File: src/rtl/sdf_r2_pkg.sv
package sdf_r2_pkg;
  typedef enum logic {
    PH_FILL = 1'b0,
    PH_BFLY = 1'b1
  } phase_t;

  localparam int LANES = 2;
endpackage

File: src/rtl/sdf_r2_ctrl.sv
module sdf_r2_ctrl
  import sdf_r2_pkg::*;
#(
  parameter int DEPTH = 8,
  localparam int AW = (DEPTH > 1) ? $clog2(DEPTH) : 1
) (
  input  logic          clk,
  input  logic          rst,
  input  logic          in_valid,
  output phase_t        phase,
  output logic [AW-1:0] slot,
  output logic          primed
);
  localparam logic [AW-1:0] LAST = AW'(DEPTH - 1);

  always_ff @(posedge clk) begin
    if (rst) begin
      slot   <= '0;
      phase  <= PH_FILL;
      primed <= 1'b0;
    end else if (in_valid) begin
      if (slot == LAST) begin
        slot   <= '0;
        phase  <= (phase == PH_FILL) ? PH_BFLY : PH_FILL;
        primed <= 1'b1;
      end else begin
        slot <= slot + 1'b1;
      end
    end
  end
endmodule

File: src/rtl/sdf_r2_delay.sv
module sdf_r2_delay #(
  parameter int W     = 9,
  parameter int DEPTH = 8,
  localparam int AW = (DEPTH > 1) ? $clog2(DEPTH) : 1
) (
  input  logic          clk,
  input  logic          we,
  input  logic [AW-1:0] addr,
  input  logic [W-1:0]  wdata,
  output logic [W-1:0]  rdata
);
  logic [W-1:0] mem [DEPTH];

  always_ff @(posedge clk) begin
    if (we) mem[addr] <= wdata;
  end

  assign rdata = mem[addr];
endmodule

File: src/rtl/sdf_r2_lane.sv
module sdf_r2_lane
  import sdf_r2_pkg::*;
#(
  parameter int DW    = 12,
  parameter int DEPTH = 8,
  localparam int AW = (DEPTH > 1) ? $clog2(DEPTH) : 1
) (
  input  logic          clk,
  input  logic          rst,
  input  logic          en,
  input  phase_t        phase,
  input  logic [AW-1:0] slot,
  input  logic [DW-1:0] x,
  output logic [DW:0]   y
);
  logic [DW:0] x_ext;
  logic [DW:0] held;
  logic [DW:0] sum;
  logic [DW:0] diff;
  logic [DW:0] wr_word;
  logic [DW:0] y_next;

  assign x_ext   = {x[DW-1], x};
  assign sum     = held + x_ext;
  assign diff    = held - x_ext;
  assign wr_word = (phase == PH_BFLY) ? diff : x_ext;
  assign y_next  = (phase == PH_BFLY) ? sum : held;

  sdf_r2_delay #(.W(DW + 1), .DEPTH(DEPTH)) u_delay (
    .clk  (clk),
    .we   (en),
    .addr (slot),
    .wdata(wr_word),
    .rdata(held)
  );

  always_ff @(posedge clk) begin
    if (rst)     y <= '0;
    else if (en) y <= y_next;
  end
endmodule

File: src/rtl/sdf_r2_stage.sv
module sdf_r2_stage
  import sdf_r2_pkg::*;
#(
  parameter int DW    = 12,
  parameter int DEPTH = 8,
  localparam int AW = (DEPTH > 1) ? $clog2(DEPTH) : 1
) (
  input  logic          clk,
  input  logic          rst,
  input  logic          in_valid,
  input  logic [DW-1:0] in_re,
  input  logic [DW-1:0] in_im,
  output logic          out_valid,
  output logic [DW:0]   out_re,
  output logic [DW:0]   out_im
);
  phase_t        phase;
  logic [AW-1:0] slot;
  logic          primed;
  logic [DW-1:0] lane_in  [LANES];
  logic [DW:0]   lane_out [LANES];

  sdf_r2_ctrl #(.DEPTH(DEPTH)) u_ctrl (
    .clk     (clk),
    .rst     (rst),
    .in_valid(in_valid),
    .phase   (phase),
    .slot    (slot),
    .primed  (primed)
  );

  assign lane_in[0] = in_re;
  assign lane_in[1] = in_im;

  for (genvar g = 0; g < LANES; g++) begin : g_lane
    sdf_r2_lane #(.DW(DW), .DEPTH(DEPTH)) u_lane (
      .clk  (clk),
      .rst  (rst),
      .en   (in_valid),
      .phase(phase),
      .slot (slot),
      .x    (lane_in[g]),
      .y    (lane_out[g])
    );
  end

  assign out_re = lane_out[0];
  assign out_im = lane_out[1];

  always_ff @(posedge clk) begin
    if (rst) out_valid <= 1'b0;
    else     out_valid <= in_valid & primed;
  end
endmodule

File: config.mk
export PLATFORM = sky130hd
export DESIGN_NAME = sdf_r2_stage
export DESIGN_NICKNAME = d
export VERILOG_FILES = /design/src/rtl/sdf_r2_pkg.sv /design/src/rtl/sdf_r2_ctrl.sv /design/src/rtl/sdf_r2_delay.sv /design/src/rtl/sdf_r2_lane.sv /design/src/rtl/sdf_r2_stage.sv
export SDC_FILE = /design/constraint.sdc
export NUM_CORES = 1
export LEC_CHECK = 0
export CAP_MARGIN = 20
export CORE_ASPECT_RATIO = 1.75
export CORE_UTILIZATION = 25
export CTS_CLUSTER_DIAMETER = 80
export DETAILED_ROUTE_END_ITERATION = 16
export PLACE_DENSITY = 0.48
export SLEW_MARGIN = 20
export SYNTH_ARGS = -nofsm -noshare
export SYNTH_HDL_FRONTEND = slang
export SYNTH_SLANG_ARGS = --single-unit
File: constraint.sdc
create_clock -name clk -period 9.7 [get_ports clk]
set_input_delay 0.97 -clock clk [delete_from_list [all_inputs] [get_ports clk]]
set_output_delay 0.97 -clock clk [all_outputs]
set_load 0.05 [all_outputs]
# Word-level counts from Yosys, hierarchy flattened
# Memory sizes are Yosys's and may differ from the RTL's. A register that Yosys moved wholly into a read port is not among the register bits.
# Cells that the tools add are included.
# op_classes
add_sub_neg,5
reduce_logical,1
n_eq_ne,1
n_mux,12
bitwise,1
# ops
cell,n
2-to-1 mux 13 bit,4
adder 13 bit,2
subtractor 13 bit,2
2-to-1 mux 3 bit,5
adder 3 x 1 -> 3 bit (second input constant),1
equality test 3 bit (second input constant),1
2-to-1 mux 1 bit,3
AND reduction 2 bit,1
bitwise AND 1 bit,1
# totals
mem_count,2
ramBits,208
regBits,32
elab_cells,28
in_bits,27
output_inout_bits,27
# memory_table
name,depth,width,read_ports,rd_ports_with_merged_regs,wr,line_no,rtl
g_lane[0].u_lane.u_delay.mem,8,13,1,1,1,sdf_r2_delay.sv:12,logic [W-1:0] mem [DEPTH];
g_lane[1].u_lane.u_delay.mem,8,13,1,1,1,sdf_r2_delay.sv:12,

# Logic depth before layout (Yosys ltp)
# Gate-level depths: netlist (run 1).
# logic_depth
depth_word,4
mapped_depth,13
mapped_depth_nobuf,11

# Cells and area by module
# Synthesis (run 1) repeated with hierarchy kept, for this count alone.
# hier_totals
hier_cells,946
area_unflattened_um2,12408.2
# by_module_without_submodules
mod,area_per_inst_um2,seq_area_each_um2,n_inst,cells_each
sdf_r2_delay,4091.4,3123.0,2,206
sdf_r2_lane (g_lane[1].u_lane),1996.9,260.2,1,257
sdf_r2_lane (g_lane[0].u_lane),1988.2,260.2,1,255
sdf_r2_ctrl,211.5,100.1,1,20
sdf_r2_stage,28.8,20.0,1,2

# Worst setup path after synthesis (run 1)
# OpenSTA, ideal clock, no wires.
# synth_timing
path_type,register to register
from,register with a tool-made name
to,memory g_lane[1].u_lane.u_delay.mem[0][11] (netlist bit) (data pin)
setup_time_ns,0.291
synth_period_minus_slack_ns,3.653
n_path_buf,3
slack_ns,6.047
arrival_time_ns,3.362
path_stages_with_launch,13
t_required_ns,9.409
path_cell_list,dfxtp_1 -> buf_2 -> buf_2 -> mux4_2 -> mux2_2 -> ha_1 -> buf_2 -> o21a_1 -> o31a_1 -> o221a_2 -> o41ai_2 -> a2111oi_0 -> or3b_1
# synth_lines
element,line_no
"end, declared",sdf_r2_delay.sv:12

==> out/metrics.cfg, run 1 <==
[run_status]
status=completed

[power_and_ir_drop]
power_density_mw_per_mm2=188
switchingPower_w=0.000705
leakage_nw=4.72
seqPwrFrac_pct=44.6
p_sw_share_pct=26.6
p_int_w=0.00194
vdd_ir_drop_max_mv=0.113
power.clock.fraction_pct=37.4
p_comb_share_pct=18.0

[global_routing]
grt_max_degree=43
antenna_found_initial=0
overflow=0
track_usage_pct=13.4
grt_pass1_wl_um=48400
grt_pass1_vias=7633

[yosys]
yosysSeqAreaShare_pct=57.8
synth-simple-area-share_pct=8.01
synth_enable_flop_cells=208
yosysWarnings=0
synth_seq_cells=243
synth_compound_area_share_pct=9.17
synth_top_family_by_area=multiplexers
synthAdderAreaFrac_pct=5.98
async_reset_ff_share_pct=0
synthXorXnorAreaFrac_pct=2.19
yosys_most_used_dff=edfxtp_1
syn_nets=956
synthCells=874
synth.area.mux_share_pct=13.7
netlist_area_mm2=0.0120
yosysUniqueCellTypes=65
avgSynthCellArea_um2=13.7

[routing]
drtIter0Drc=415
via_per_inst=4.79
dr.pass1.iters=4
post_drt_wl_per_cell_um=21.4
routed_wl_um=32700
ant_nets=0
dr_total_vias=7331
drc_errors=0

[critical_path]
required_ns=9.94
cp_num_buf_inv=1
worstPathArrival_ns=5.15
critPathTopFamily=compound AO/OA/AOI/OAI gates
slowest_stage=dfxtp_4
path_class=flop to flop
cpPeakStageDelay_ns=0.75
endpoint_kind=flop
cp_max_fo=27
cp-start-kind=flop
worstPathCellList=buf_4 > mux4_2 > mux2_2 > ha_1 > nor2b_1 > o31ai_1 > a21oi_1 > o221ai_1 > and3_1 > o21ai_0

[sta]
fmax_mhz=204
drv_slew=0
min_period_over_period_pct=50.6
finalSetupTns_ns=0
worst_slew_pin_slew_ns=1.07
setup_ws_ns=4.79
setup_viol=0
slew_headroom_pct=28.6
rsz0062_at_grt=no
period_needed_ns=4.91
fin_skew_ns=0.0194
hold_violations=0

[finish]
syn2layout_area_growth_pct=17.0
fin_util_pct=29.8
drive_gt1_share_pct=16.5
final_nets=1006
antennaDiodeCount=0
stdcell_count=1529
design_area_mm2=0.0141

[die]
rows=105
die-area_mm2=0.0490
die_x_um=168
die_height_um=292
core_mm2=0.0472
boundaryPins=54
initial_core_util_pct=25.5

[placement]
io_buffers=53
placedCellCount=1487
routabilityCongestion=0.801
placed_cell_area_mm2=0.0132
hpwl_um=23100
post-place-ws_ns=4.74

[clock_tree]
cts_tree=yes
cts_max_path_buffers=3
cts_sinks=243
clk_pin_slew_worst_paths_ns=0.07
cts-root-buf=clkbuf_16
cts_max_level=1
cts_resized=0
postCtsHoldBufs=0
numCtsBuffers=23
cts_setup_buffers=0
insertion_delay_ns=0.54

[min_path]
hp-class=flop to flop

[flow_run]
maxCapViolations=0

[path summary, 6_finish.rpt]
check	startpoint	endpoint	slack (ns)	depth (start not counted)
worst max-delay path	flop	g_lane[0].u_lane.u_delay.mem[1][12]	4.79	10
worst min-delay path	g_lane[0].u_lane.y[8]	g_lane[0].u_lane.y[8]	0.46	1
worst max register to register	flop	g_lane[0].u_lane.u_delay.mem[1][12]	4.79	10
worst min register to register	g_lane[0].u_lane.y[8]	g_lane[0].u_lane.y[8]	0.46	1
[registers in the layout, indices dropped and copies added (netlist names), named ones only]
name / flops
out_valid: 1
g_lane.u_lane.u_delay.mem: 208
u_ctrl.primed: 1
u_ctrl.slot: 3
u_ctrl.phase: 1
g_lane.u_lane.y: 26
[cell type report]
type,count,area (um^2)
timing repair buffer,72,673
tap,588,736
sequential,243,6950
fill,4629,33100
multi-input combinational,543,4710
clock inverter,12,201
clock buffer,30,622
inverter,41,154
[cells in the mapped netlist (all sizes together), types with 9 or more instances]
| master | n | area share (%) |
|---|---|---|
| mux2 | 25 | 2.3 |
| nor3 | 25 | 1.0 |
| a21oi | 42 | 1.8 |
| a211oi | 13 | 0.90 |
| o21a | 10 | 0.63 |
| buf | 28 | 1.3 |
| nand2 | 29 | 0.91 |
| edfxtp | 208 | 52 |
| clkbuf | 19 | 0.60 |
| ha | 51 | 5.3 |
| mux4 | 52 | 9.8 |
| o31ai | 9 | 0.56 |
| nor2b | 14 | 0.73 |
| inv | 41 | 1.3 |
| nor2 | 84 | 2.6 |
| xnor2 | 22 | 1.6 |
| mux2i | 19 | 1.6 |
| dfxtp | 35 | 5.8 |
| o21ai | 32 | 1.3 |
[worst reg2reg max path, stage by stage, from the launching register on]
cell and delay, ns:
dfxtp_4 0.75, buf_4 0.55, mux4_2 0.57, mux2_2 0.30
ha_1 0.48, nor2b_1 0.28, o31ai_1 0.15, a21oi_1 0.45
o221ai_1 0.26, and3_1 0.22, o21ai_0 0.60
[per-layer routing]
metal	track usage, %	share of wire (%)
met5	0	0
met4	5.15	3.0
met3	1.23	2.6
met2	26.9	57
met1	14.1	37
[cell families (layout without fill, tap and decap cells)]
logic type | after synthesis | count (layout)
DFF | 243 | 243
and+or+nand+nor | 200 | 200
buffers and inverters | 88 | 155
xor gates and xnor gates | 30 | 30
AOI/OAI and AO/OA | 162 | 162
muxes | 96 | 96
adders and majority gates | 55 | 55
[power by group through the flow]
stage / sequential, W / combinational, W / clock (W)
finish: 0.00118 / 0.000477 / 0.000989
global route: 0.00118 / 0.000516 / 0.00105
CTS: 0.00118 / 0.000483 / 0.00101
detailed placement: 0.00120 / 0.000480 / 0
global placement: 0.00120 / 0.000478 / 0
floorplan: 0.00122 / 0.000318 / 0
[per-stage QoR]
| step | total power [W] | hold slack, ns |
|---|---|---|
| final | 0.00265 | 0.458 |
| after global routing | 0.00275 | 0.492 |
| after CTS | 0.00268 | 0.463 |
| after detailed placement | 0.00168 | 0.445 |
| after global placement | 0.00168 | 0.444 |
| after floorplan | 0.00154 | 0.429 |
[placed cells by master, fill, tap and decap left out, types with 4 or more instances in the layout]
cell and count:
inv_1 40, and3_1 8, mux2i_1 19, nor2_2 6, fa_1 4, o21a_1 10
a211oi_1 11, or3_1 8, dfxtp_1 32, nand2b_1 7, nor3_1 23, nor2b_1 14
a22oi_1 7, mux2_2 25, xor2_1 8, bufinv_16 5, nand3b_1 4, clkdlybuf4s50_1 53
clkbuf_1 5, a21oi_1 42, nand2_1 29, nor2_1 78, o21ai_0 32, xnor2_1 22
buf_4 19, o22ai_1 4, ha_1 51, nand3_1 5, o21bai_1 7, mux4_2 52
clkbuf_16 23, o31ai_1 9, edfxtp_1 208, a21o_1 4
(Power assumes the default switching activity.)
==> inputs of run 2 (changes only) <==
--- a/config.mk
+++ b/config.mk
@@ -10,7 +10,7 @@
 export CORE_UTILIZATION = 25
 export CTS_CLUSTER_DIAMETER = 80
 export DETAILED_ROUTE_END_ITERATION = 16
-export PLACE_DENSITY = 0.48
+export PLACE_DENSITY = 0.49
 export SLEW_MARGIN = 20
 export SYNTH_ARGS = -nofsm -noshare
 export SYNTH_HDL_FRONTEND = slang
==> constraint.sdc (replaced) <==
create_clock -name clk -period 4.5 [get_ports clk]
set_input_delay 0.45 -clock clk [delete_from_list [all_inputs] [get_ports clk]]
set_output_delay 0.45 -clock clk [all_outputs]
set_load 0.05 [all_outputs]
==> run 2 against run 1 <==
- die area unchanged
- first-iteration DRC count shrank 22%
- non-clock buffer count rose by 14
- worst hold slack got worse by 0.018 ns
- critical path depth down 1
- register-to-register slack got worse by 4.4 ns
- global-route usage is 0.19 points lower
- count of clock-buffer cells in the layout is 1 higher
- largest power group unchanged
==> out/metrics.cfg, run 2 (synthesized netlist as in run 1, its figures left out) <==
[run_status]
status=completed  ; unchanged

[clock_tree]
numCtsBuffers=24  ; was 23
clk_pin_slew_worst_paths_ns=0.07  ; about the same
insertion_delay_ns=0.56  ; was 0.54 ns
cts_max_level=1  ; unchanged
postCtsHoldBufs=0  ; unchanged
cts_tree=yes  ; unchanged
cts-root-buf=clkbuf_16  ; unchanged
cts_sinks=243  ; unchanged
cts_max_path_buffers=3  ; unchanged
cts_resized=0  ; unchanged
cts_setup_buffers=0  ; unchanged

[sta]
hold_violations=0  ; unchanged
worst_slew_pin_slew_ns=1.08  ; was 1.07 ns
setup_viol=0  ; unchanged
whs_ns=0.441  ; was 0.458 ns
rsz0062_at_grt=no  ; unchanged
min_period_over_period_pct=90.3  ; was 50.6%
slew_headroom_pct=27.6  ; was 28.6%
period_needed_ns=4.07  ; was 4.91 ns
drv_slew=0  ; unchanged
fmax_mhz=246  ; was 204 MHz
finalSetupTns_ns=0  ; unchanged
fin_skew_ns=0.0440  ; was 0.0194 ns

[die]
rows=105  ; unchanged
initial_core_util_pct=25.5  ; unchanged
core_mm2=0.0472  ; unchanged
boundaryPins=54  ; unchanged
die-area_mm2=0.0490  ; unchanged
die_height_um=292  ; unchanged
die_x_um=168  ; unchanged

[finish]
top_regs=g_lane.u_lane.u_delay.mem: 208 flops, g_lane.u_lane.y: 26 flops, u_ctrl.slot: 3 flops  ; unchanged
largest_reg_flops=208  ; unchanged
drive_gt1_share_pct=17.7  ; was 16.5%
final_nets=1021  ; was 1006
register_area_mm2=0.00695  ; unchanged
antennaDiodeCount=0  ; unchanged
final_common_cell=edfxtp_1  ; unchanged
stdcell_count=1545  ; was 1529
final_cell_mix=208 x edfxtp_1, 78 x nor2_1, 53 x clkdlybuf4s50_1, 52 x mux4_2, 51 x ha_1  ; unchanged
multi_input_area_mm2=0.00471  ; unchanged
syn2layout_area_growth_pct=18.4  ; was 17.0%
top_register=g_lane.u_lane.u_delay.mem  ; unchanged
fillCellCount=4685  ; was 4629

[placement]
placedCellCount=1501  ; was 1487
routabilityCongestion=0.859  ; was 0.801
hpwl_um=22700  ; was 23100 um
io_buffers=53  ; unchanged

[routing]
dr_total_vias=7423  ; was 7331
drc_errors=0  ; unchanged
drtIter0Drc=323  ; was 415
dr.pass1.iters=5  ; was 4
ant_nets=0  ; unchanged
via_per_inst=4.80  ; was 4.79
routed_wl_um=31800  ; was 32700 um
post_drt_wl_per_cell_um=20.6  ; was 21.4 um

[power_and_ir_drop]
power_density_mw_per_mm2=400  ; was 188 mW/mm^2
leakage_nw=4.81  ; was 4.72 nW
power.total_w=0.00568  ; was 0.00265 W
vdd_ir_drop_max_mv=0.234  ; was 0.113 mV

[global_routing]
grt_max_degree=33  ; was 43
grt_pass1_wl_um=48500  ; was 48400 um
antenna_found_initial=1  ; was 0
overflow=0  ; unchanged
grt_pass1_vias=8103  ; was 7633
track_usage_pct=13.3  ; was 13.4%

[critical_path]
worstReg2RegEnd=g_lane[1].u_lane.u_delay.mem[3][11]  ; was g_lane[0].u_lane.u_delay.mem[1][12]
endpoint_kind=flop  ; unchanged
path_class=flop to flop  ; unchanged
worstPathArrival_ns=4.33  ; was 5.15 ns
cp-start-kind=flop  ; unchanged
cp_max_fo=20  ; was 27
reg2regPathDepth=9  ; was 10
required_ns=4.76  ; was 9.94 ns
rrSetupSlack_ns=0.43  ; was 4.79 ns

[min_path]
hp-class=flop to flop  ; unchanged
holdPathStages=1  ; unchanged
hp-start=u_ctrl.primed  ; was g_lane[0].u_lane.y[8]
min_to=out_valid  ; was g_lane[0].u_lane.y[8]

[flow_run]
maxCapViolations=0  ; unchanged

run 2: worst max path at each step:
| stage | start | endpoint | cells past startpoint |
|---|---|---|---|
| floorplan | flop | g_lane[1].u_lane.u_delay.mem[0][11] | 12 |
| global placement | flop | g_lane[0].u_lane.u_delay.mem[6][10] | 9 |
| detailed placement | flop | g_lane[0].u_lane.u_delay.mem[7][10] | 9 |
| CTS | flop | g_lane[0].u_lane.u_delay.mem[1][10] | 9 |
| global route | flop | g_lane[0].u_lane.u_delay.mem[4][9] | 10 |
| finish | flop | g_lane[1].u_lane.u_delay.mem[3][11] | 9 |
run 2: power by group:
| part | switching, W | internal (W) | leakage [nW] |
|---|---|---|---|
| logic | 0.000617 | 0.000425 | 2.23 |
| clock network | 0.000887 | 0.00121 | 0.405 |
| registers | 0.0000361 | 0.00250 | 2.18 |
run 2: critical path, cell delays in order (launching register included):
cell       delay, ns
dfxtp_4         0.62
buf_4           0.33
mux4_2          0.52
mux2_2          0.30
ha_1            0.40
o21a_1          0.23
o221a_2         0.30
o41ai_2         0.35
a2111oi_0       0.18
or3b_1          0.54
run 2: cell type report:
| type | instances | share of cell area, % |
|---|---|---|
| sequential | 243 | 48.9 |
| multi-input combinational | 543 | 33.1 |
| timing repair buffer | 86 | 5.83 |
| tap | 588 | 5.17 |
| clock buffer | 31 | 4.55 |
| clock inverter | 13 | 1.33 |
| inverter | 41 | 1.08 |
run 2: per-stage QoR:
| stage | setup slack, ns | cell area (um^2) | util [%] |
|---|---|---|---|
| after CTS | 0.304 | 14200 | 30.1 |
| after detailed placement | 0.329 | 13400 | 28.4 |
| after global routing | 0.147 | 14200 | 30.1 |
| final | 0.435 | 14200 | 30.1 |
| after global placement | 0.403 | 13400 | 28.4 |
| after floorplan | 0.847 | 12000 | - |
run 2: routing by layer:
layer | GRT usage, % | wire length (um)
met3 | 1.84 | 1160
met2 | 26.7 | 18200
met1 | 13.3 | 11400
met5 | 0 | 0
met4 | 5.24 | 1020
